## config.mk

```make
export PLATFORM = sky130hd
export DESIGN_NAME = sfwd_store_array
export DESIGN_NICKNAME = d
export VERILOG_FILES = /design/src/rtl/sfwd_pkg.sv /design/src/rtl/sfwd_store_array.sv
export SDC_FILE = /design/constraint.sdc
export NUM_CORES = 1
export LEC_CHECK = 0
export BUFFER_PORTS_ARGS = -buffer_cell sky130_fd_sc_hd__buf_2
export CAP_MARGIN = 15
export CORE_AREA = 2 2 330 332
export DETAILED_ROUTE_END_ITERATION = 6
export DIE_AREA = 0 0 332 334
export SETUP_SLACK_MARGIN = 0.15
export SYNTH_ARGS = -nofsm -noshare
export SYNTH_HDL_FRONTEND = slang
export SYNTH_SLANG_ARGS = --single-unit
```

## constraint.sdc

```tcl
create_clock -name clk_i -period 1.2 [get_ports clk_i]
set_clock_uncertainty 0.15 [all_clocks]
set_input_delay 0.12 -clock clk_i [delete_from_list [all_inputs] [get_ports clk_i]]
set_output_delay 0.12 -clock clk_i [all_outputs]
set_load 0.1 [all_outputs]
```

## src/rtl/sfwd_pkg.sv

```systemverilog
package sfwd_pkg;
  localparam int unsigned DATA_W = 64;
  localparam int unsigned SIZE_W = 4;

  typedef enum logic [1:0] {
    RES_MEM   = 2'b00,
    RES_FWD   = 2'b01,
    RES_STALL = 2'b10,
    RES_UNC   = 2'b11
  } res_e;

  function automatic logic [DATA_W-1:0] lane_mask(input logic [SIZE_W-1:0] nbytes);
    logic [DATA_W-1:0] m;
    m = '0;
    for (int b = 0; b < DATA_W/8; b++)
      if (b < int'(nbytes)) m[b*8 +: 8] = 8'hff;
    return m;
  endfunction
endpackage

```

## src/rtl/sfwd_store_array.sv

```systemverilog
module sfwd_store_array
  import sfwd_pkg::*;
#(
  parameter int unsigned DEPTH  = 8,
  parameter int unsigned SEQ_W  = 8,
  parameter int unsigned ADDR_W = 16,
  localparam int unsigned IDX_W = (DEPTH > 1) ? $clog2(DEPTH) : 1
) (
  input  logic              clk_i,
  input  logic              rst_ni,
  input  logic              wr_en_i,
  input  logic [IDX_W-1:0]  wr_idx_i,
  input  logic              wr_valid_i,
  input  logic [SEQ_W-1:0]  wr_seq_i,
  input  logic [ADDR_W-1:0] wr_addr_i,
  input  logic [SIZE_W-1:0] wr_size_i,
  input  logic [DATA_W-1:0] wr_data_i,
  input  logic              wr_comm_i,
  input  logic              wr_done_i,
  output logic              valid_o [DEPTH],
  output logic [SEQ_W-1:0]  seq_o   [DEPTH],
  output logic [ADDR_W-1:0] addr_o  [DEPTH],
  output logic [SIZE_W-1:0] size_o  [DEPTH],
  output logic [DATA_W-1:0] data_o  [DEPTH],
  output logic              comm_o  [DEPTH],
  output logic              done_o  [DEPTH]
);
  for (genvar g = 0; g < DEPTH; g++) begin : g_ent
    always_ff @(posedge clk_i or negedge rst_ni) begin
      if (!rst_ni) begin
        valid_o[g] <= 1'b0;
        seq_o[g]   <= '0;
        addr_o[g]  <= '0;
        size_o[g]  <= '0;
        data_o[g]  <= '0;
        comm_o[g]  <= 1'b0;
        done_o[g]  <= 1'b0;
      end else if (wr_en_i && wr_idx_i == IDX_W'(g)) begin
        valid_o[g] <= wr_valid_i;
        seq_o[g]   <= wr_seq_i;
        addr_o[g]  <= wr_addr_i;
        size_o[g]  <= wr_size_i;
        data_o[g]  <= wr_data_i;
        comm_o[g]  <= wr_comm_i;
        done_o[g]  <= wr_done_i;
      end
    end
  end
endmodule

```

### Yosys cells after proc, flatten, opt, wreduce, memory -nomap -nowiden

Index checks and enable logic that the tools add are counted.

| storage, ports and cells | value |
|---|---|
| input port bits | 101 |
| logic and storage cells | 72 |
| output and inout port bits | 760 |
| register bits | 760 |

| operators by class | value |
|---|---|
| eq/ne operators | 7 |
| reduce and logical (&&, ||, !) cells | 9 |

Operators with widths:

| kind | number |
|---|---|
| $eq 3x3->1 const B | 4 |
| $logic_and 1x1->1 | 8 |
| $eq 3x2->1 const B | 2 |
| $eq 3x1->1 const B | 1 |
| $logic_not 3->1 | 1 |

### Logic depth before layout (Yosys ltp)

Gate-level depths: netlist (run 1).

| depth | value |
|---|---|
| depth after elaboration | 2 |
| mapped depth | 6 |
| gate-level depth less buffers | 2 |

### Worst setup path before layout (run 1)

Ideal clock, no wire load.

| path | value |
|---|---|
| kind | input port to flip-flop |
| start point | input port wr_idx_i[1] |
| end point | register addr_o[112] (netlist name) |
| stages | 5 |
| setup time | 128 ps |
| arrival time | 1,276 ps |
| setup slack | -354 ps |
| required time | 922 ps |
| cell sequence | buf_2 nor4b_4 buf_4 buf_6 mux2_1 |

| between the ends | value |
|---|---|
| word-level cells in the longest chain between the ends | 2 |

RTL lines:

| what | RTL line | source |
|---|---|---|
| start: declaration | sfwd_store_array.sv:12 | `input logic [IDX_W-1:0] wr_idx_i,` |
| $logic_not 3->1 | sfwd_store_array.sv:38 | `end else if (wr_en_i && wr_idx_i == IDX_W'(g)) begin` |
| $logic_and 1x1->1 | sfwd_store_array.sv:38 |  |
| end signal: indexed assignment | sfwd_store_array.sv:41 | `addr_o[g] <= wr_addr_i;` |
| end: declaration | sfwd_store_array.sv:22 | `output logic [ADDR_W-1:0] addr_o [DEPTH],` |

Every way passes these cells.
A chain may end at the register's enable or synchronous reset.

### Final worst setup path (run 1)

| path | value |
|---|---|
| start point | register seq_o[50] (netlist name) |
| end point | output port seq_o[50] (netlist name) |

RTL lines:

| what | RTL line | source |
|---|---|---|
| start: declaration | sfwd_store_array.sv:21 | `output logic [SEQ_W-1:0] seq_o [DEPTH],` |
| start signal: indexed assignment | sfwd_store_array.sv:40 | `seq_o[g] <= wr_seq_i;` |

No word-level cell between the ends.

==> impl_metrics.yaml, run 1 <==
floorplan:
  die_w_um: 332
  initial_core_util_pct: 26.20
  die_h_um: 334
  ios: 861
  die_area_sq_um: 110900
  num_rows: 121
  core_sq_um: 107800
setup_path:
  cp_data_required_time_ns: 0.93
  path_cells: "buf_12"
  rr_worst_depth: 3
  r2r_start: "data_o[487]"
  crit_arrival_ns: 1.27
  startpoint_type: "register"
  path_max_fanout: 2
  critPathTopFamily: "flip-flops"
  critPathKind: "register to primary output"
  critical_path_buf_inv_count: 1
  critical-path-max-stage-delay_ns: 0.44
  slowest_stage: "dfrtp_1"
  reg2reg_slack_ns: 0
  r2r-end: "data_o[487]"
  end_kind: "primary output"
timing:
  fin_ws_ns: -0.3407
  fin_crit_ns: 1.541
  fin_tns_setup_ns: -220.98
  hold_viol: 26
  drv_slew: 0
  tightest_slew_ns: 0.4489
  relSlewSlack_pct: 70.07
  rsz0062_at_grt: "true"
  finalCritPeriodShare_pct: 128.4
  clock.fmax_mhz: 649.0
  hold-worst-slack_ns: -0.04563
  setup_viol: 803
clock_tree:
  clkLatencyLatePin_ns: 0.63
  clock_sink_count: 760
  htree_levels: 3
  clockRootBuffer: "clkbuf_16"
  clk_path_buf_depth: 3
  cts_buffers: 84
  hold_buffers: 96
  path_clk_slew_ns: 0.06
  cts_tree: "done"
run_status:
  violations: "negative hold slack, negative setup slack"
  outcome: "complete, but fails checks"
route:
  drt_iter0_drc: 730
  topRoutingLayerUsed: "met4"
  firstDrtPassIters: 4
  m1WireLength_um: 40280
  wire_per_inst_um: 23.10
  ant_nets: 0
  met3_length_um: 9233
  drc_errors: 0
  wl_met2_um: 49040
  vias_per_cell: 4.370
  wl_um: 101700
  num_vias: 19230
placed_design:
  dp_hpwl_um: 69880
  io_buffer_count: 860
  gp_congestion: 0.7662
  placed_area_sq_um: 47430
layout:
  regArea_sq_um: 19210
  fillCellCount: 8708
  drive_above_1_share_pct: 75.05
  syn_to_final_growth_pct: 90.78
  multi_input_area_sq_um: 9328
  layout.nets: 3016
  fin_area_sq_um: 53890
pwr:
  peakVddDrop_mv: 1.754
  p_leak_uw: 0.02408
  powerDensity_nw_per_um2: 2655
global_routing:
  grt_pass1_wl_um: 144600
  grt_max_degree: 85
  grt_overflow: 0
  grtUsageTotal_pct: 17.48
  grt_pass1_vias: 20410
  antenna_found_initial: 5
run:
  max-cap-violations: 0
synth:
  netlist_area_sq_um: 28240
  synth_cell_types: 10
  yosysWarnings: 0
  synth_area_per_cell_sq_um: 17.49
  synthCells: 1615
  synth-seq-area-share_pct: 67.33
  syn_nets: 1716
  ys_seq_elements: 760
worst_hold_path:
  hp-class: "input port to async pin"
per-stage QoR:
stage,instances,util (%),setup WS [ns],total power (uW)
2_1_floorplan,1615,-,-0.3174,82170
3_3_place_gp,3955,44.00,-0.6365,114000
3_5_place_dp,3955,44.00,-0.6613,114500
4_1_cts,4302,48.70,-0.4193,142700
5_1_grt,4399,49.99,-0.4052,147100
6_report,4400,49.99,-0.3407,143100
per-layer routing:
layer / track usage [%] / vias up
met4: 6.306 / 0
li1: - / 8348
met2: 28.29 / 666
met5: 0 / -
met3: 7.439 / 145
met1: 20.68 / 10070
repair_timing:
action,4_1_cts,5_1_grt
setup endpoints to repair,1236,1061
gates cloned,10,9
gates resized for setup,74,125
pin swaps,3,2
setup buffers,88,85
hold endpoints to repair,1520,26
how the worst max path moves through the flow:
stage                            from     endpoint  slack (ns)  depth (start not counted)
after global placement        wr_en_i   addr_o[87]       -0.64                          5
after detailed placement      wr_en_i  data_o[342]       -0.66                          5
after CTS                 addr_o[111]  addr_o[111]       -0.42                          1
final                       seq_o[50]    seq_o[50]       -0.34                          1
after global routing      addr_o[111]  addr_o[111]       -0.41                          1
after floorplan           wr_idx_i[2]  addr_o[112]       -0.32                          5
flip-flops by register name (all words and copies together), names as in the netlist:
register / cells
done_o: 8
seq_o: 64
valid_o: 8
data_o: 512
addr_o: 128
size_o: 32
comm_o: 8
power by group:
| part | internal [uW] | switching (uW) |
|---|---|---|
| Clock | 15800 | 10700 |
| Sequential | 31600 | 6190 |
| Combinational | 28800 | 50100 |
logic make-up (layout without fill, tap and decap cells):
kind of cell / Yosys count / after routing / synth area share [%]
other: 0 / 4 / 0
buffers and inverters: 87 / 1454 / 2.060
AND/OR/NAND/NOR: 8 / 8 / 0.3057
flip-flops: 760 / 760 / 67.33
multiplexers: 760 / 760 / 30.30
synth_stat cells:
master	instances	area share, %
buf_2	63	1.1
buf_4	1	0.027
buf_6	23	0.92
dfrtp_1	760	67
mux2_1	88	3.5
mux2_2	672	27
nand4_1	1	0.022
nand4b_1	3	0.093
nor4b_4	1	0.084
nor4bb_1	3	0.11
tightest hold or removal path: cells and delay by family:
kind                   cells  cell delay [ns]
buffers and inverters      3             0.95
layout make-up:
class,count,share of cell area (%)
Tap cell,1414,3.283
Antenna cell,4,0.01858
Sequential cell,760,35.65
Multi-Input combinational cell,768,17.31
Clock buffer,126,4.586
Timing Repair Buffer,1301,38.46
Clock inverter,27,0.6919
cell usage in the layout (no fill, tap or decap):
cell type | Yosys | routed
buf_12 | 0 | 815
dfrtp_1 | 760 | 608
mux2_2 | 672 | 576
buf_4 | 1 | 207
mux2_4 | 0 | 170
dfrtp_2 | 0 | 152
dlygate4sd3_1 | 0 | 96
buf_2 | 63 | 95
clkbuf_16 | 0 | 94
buf_6 | 23 | 51
clkbuf_1 | 0 | 22
clkbuf_8 | 0 | 19
buf_16 | 0 | 16
mux2_1 | 88 | 14
buf_8 | 0 | 12
clkinv_2 | 0 | 11
bufinv_16 | 0 | 7
diode_2 | 0 | 4
clkinv_8 | 0 | 4
nor4bb_4 | 0 | 3
nand4b_1 | 3 | 3
inv_6 | 0 | 2
clkinv_4 | 0 | 2
nor4b_4 | 1 | 1
nand4_1 | 1 | 1
clkinvlp_4 | 0 | 1
Note: power is estimated with default switching activity, not from simulation.
==> inputs of run 2 (changes only) <==
Settings changed: ABC_CLOCK_PERIOD_IN_PS set to 1200, CORE_AREA 2 2 330 332 to 2 2 339 341, DIE_AREA 0 0 332 334 to 0 0 341 343.
==> impl_metrics.yaml, run 2 (synthesis results as in run 1) <==
setup_path:
  startpoint_type: "register"
  crit_arrival_ns: 1.31
  path_max_fanout: 2
  critical-path-max-stage-delay_ns: 0.45
  critPathKind: "register to primary output"
  path_cells: "buf_12"
  cp_data_required_time_ns: 0.93
  end_kind: "primary output"
  critical_path_buf_inv_count: 1
  critPathTopFamily: "flip-flops"
  slowest_stage: "dfrtp_1"
layout:
  largest-register: "data_o"
  fin_area_sq_um: 54800
  final_common_cell: "buf_12"
  drive_above_1_share_pct: 75.68
  top_regs: "data_o (512), addr_o (128), seq_o (64)"
  fillCellCount: 9270
  syn_to_final_growth_pct: 94.03
  final_cell_mix: "buf_12 (817), dfrtp_1 (602), mux2_2 (538)"
  largest_reg_flops: 512
  finalNonFillerCells: 4551
  layout.nets: 3069
global_routing:
  gr-usage-met2_pct: 29.10
  grt_pass1_vias: 21130
  antenna_found_initial: 10
  grt_pass1_wl_um: 152200
  use_met3_pct: 7.164
  grt.busiest_layer: "met2"
  grtUsageTotal_pct: 17.66
  grt_max_degree: 104
  grt_overflow: 0
  grtUsageMet1_pct: 20.69
timing:
  rsz0062_at_grt: "true"
  hold_viol: 15
  hold-worst-slack_ns: -0.05432
  setup_viol: 815
  drv_slew: 0
  tightest_slew_ns: 0.5564
  finalCritPeriodShare_pct: 131.8
  clock.fmax_mhz: 632.3
  fin_ws_ns: -0.3816
  relSlewSlack_pct: 62.91
  fin_crit_ns: 1.582
clock_tree:
  htree_levels: 3
  cts_tree: "done"
  clkLatencyLatePin_ns: 0.65
  hold_buffers: 96
  path_clk_slew_ns: 0.06
  cts_buffers: 84
  clockRootBuffer: "clkbuf_16"
  clock_sink_count: 760
  clk_path_buf_depth: 3
route:
  num_vias: 19430
  firstDrtPassIters: 4
  drt_iter0_drc: 694
  drc_errors: 0
  ant_nets: 0
  wire_per_inst_um: 23.59
  wl_um: 107400
  vias_per_cell: 4.269
run_status:
  violations: "negative hold slack, negative setup slack"
  outcome: "complete, but fails checks"
floorplan:
  die_area_sq_um: 117000
  core_sq_um: 113400
  die_w_um: 341
  num_rows: 124
  die_h_um: 343
  ios: 861
  initial_core_util_pct: 24.90
pwr:
  powerDensity_nw_per_um2: 2640
  peakVddDrop_mv: 1.810
  p_leak_uw: 0.02450
placed_design:
  io_buffer_count: 860
  gp_congestion: 0.7753
  placedCellCount: 4079
  dp_hpwl_um: 73430
  placed_area_sq_um: 47720
worst_hold_path:
  hp-class: "input port to async pin"
run:
  max-cap-violations: 0
## run 2: report_power, final
group,switching (uW),internal (uW),total (uW)
logic,50200,29100,79300
clock network,10900,16500,27500
registers,6320,31600,37900
## run 2: metrics by stage
step	setup WS, ns	total power (uW)	util, %	TNS (ns)
after floorplan	-0.3174	82170	-	-170.52
after global placement	-0.6509	114100	42.08	-423.99
after detailed placement	-0.7003	114700	42.08	-436.14
after CTS	-0.4344	144300	47.06	-293.31
after global routing	-0.4372	148700	48.32	-287.28
final	-0.3816	144700	48.32	-238.51
## run 2: cell type report
class | instances | area, sq um | share of cell area [%]
Antenna cell | 5 | 12.51 | 0.02283
Clock buffer | 126 | 2441 | 4.454
Clock inverter | 26 | 498.0 | 0.9087
Multi-Input combinational cell | 768 | 9482 | 17.30
Sequential cell | 760 | 19220 | 35.06
Tap cell | 1512 | 1892 | 3.452
Timing Repair Buffer | 1354 | 21260 | 38.80
## run 2: what timing repair did
item                                    4_1_cts  5_1_grt
resized for setup                           115      152
buffers inserted                            110       91
endpoints found under the setup margin     1128     1063
pin swaps                                     4        3
endpoints found under the hold margin      1520       19
gates cloned                                 14        4
## run 2: path summary, 6_finish.rpt
check	startpoint	endpoint	slack, ns	cells past startpoint
worst min-delay path	rst_ni	size_o[26]	-0.05	3
worst max register to register	data_o[496]	data_o[496]	-0.03	3
min in group clk_i	wr_idx_i[1]	data_o[203]	-0.02	5
max in group asynchronous	rst_ni	data_o[303]	0.28	4
worst min register to register	data_o[300]	data_o[300]	0.40	1
worst max-delay path	data_o[427]	data_o[427]	-0.38	1
## run 2: per-layer routing
layer	share of wire, %	up-vias
met2	49	689
met3	9.1	160
li1	-	8444
met4	3.2	4
met5	0.025	-
met1	39	10130
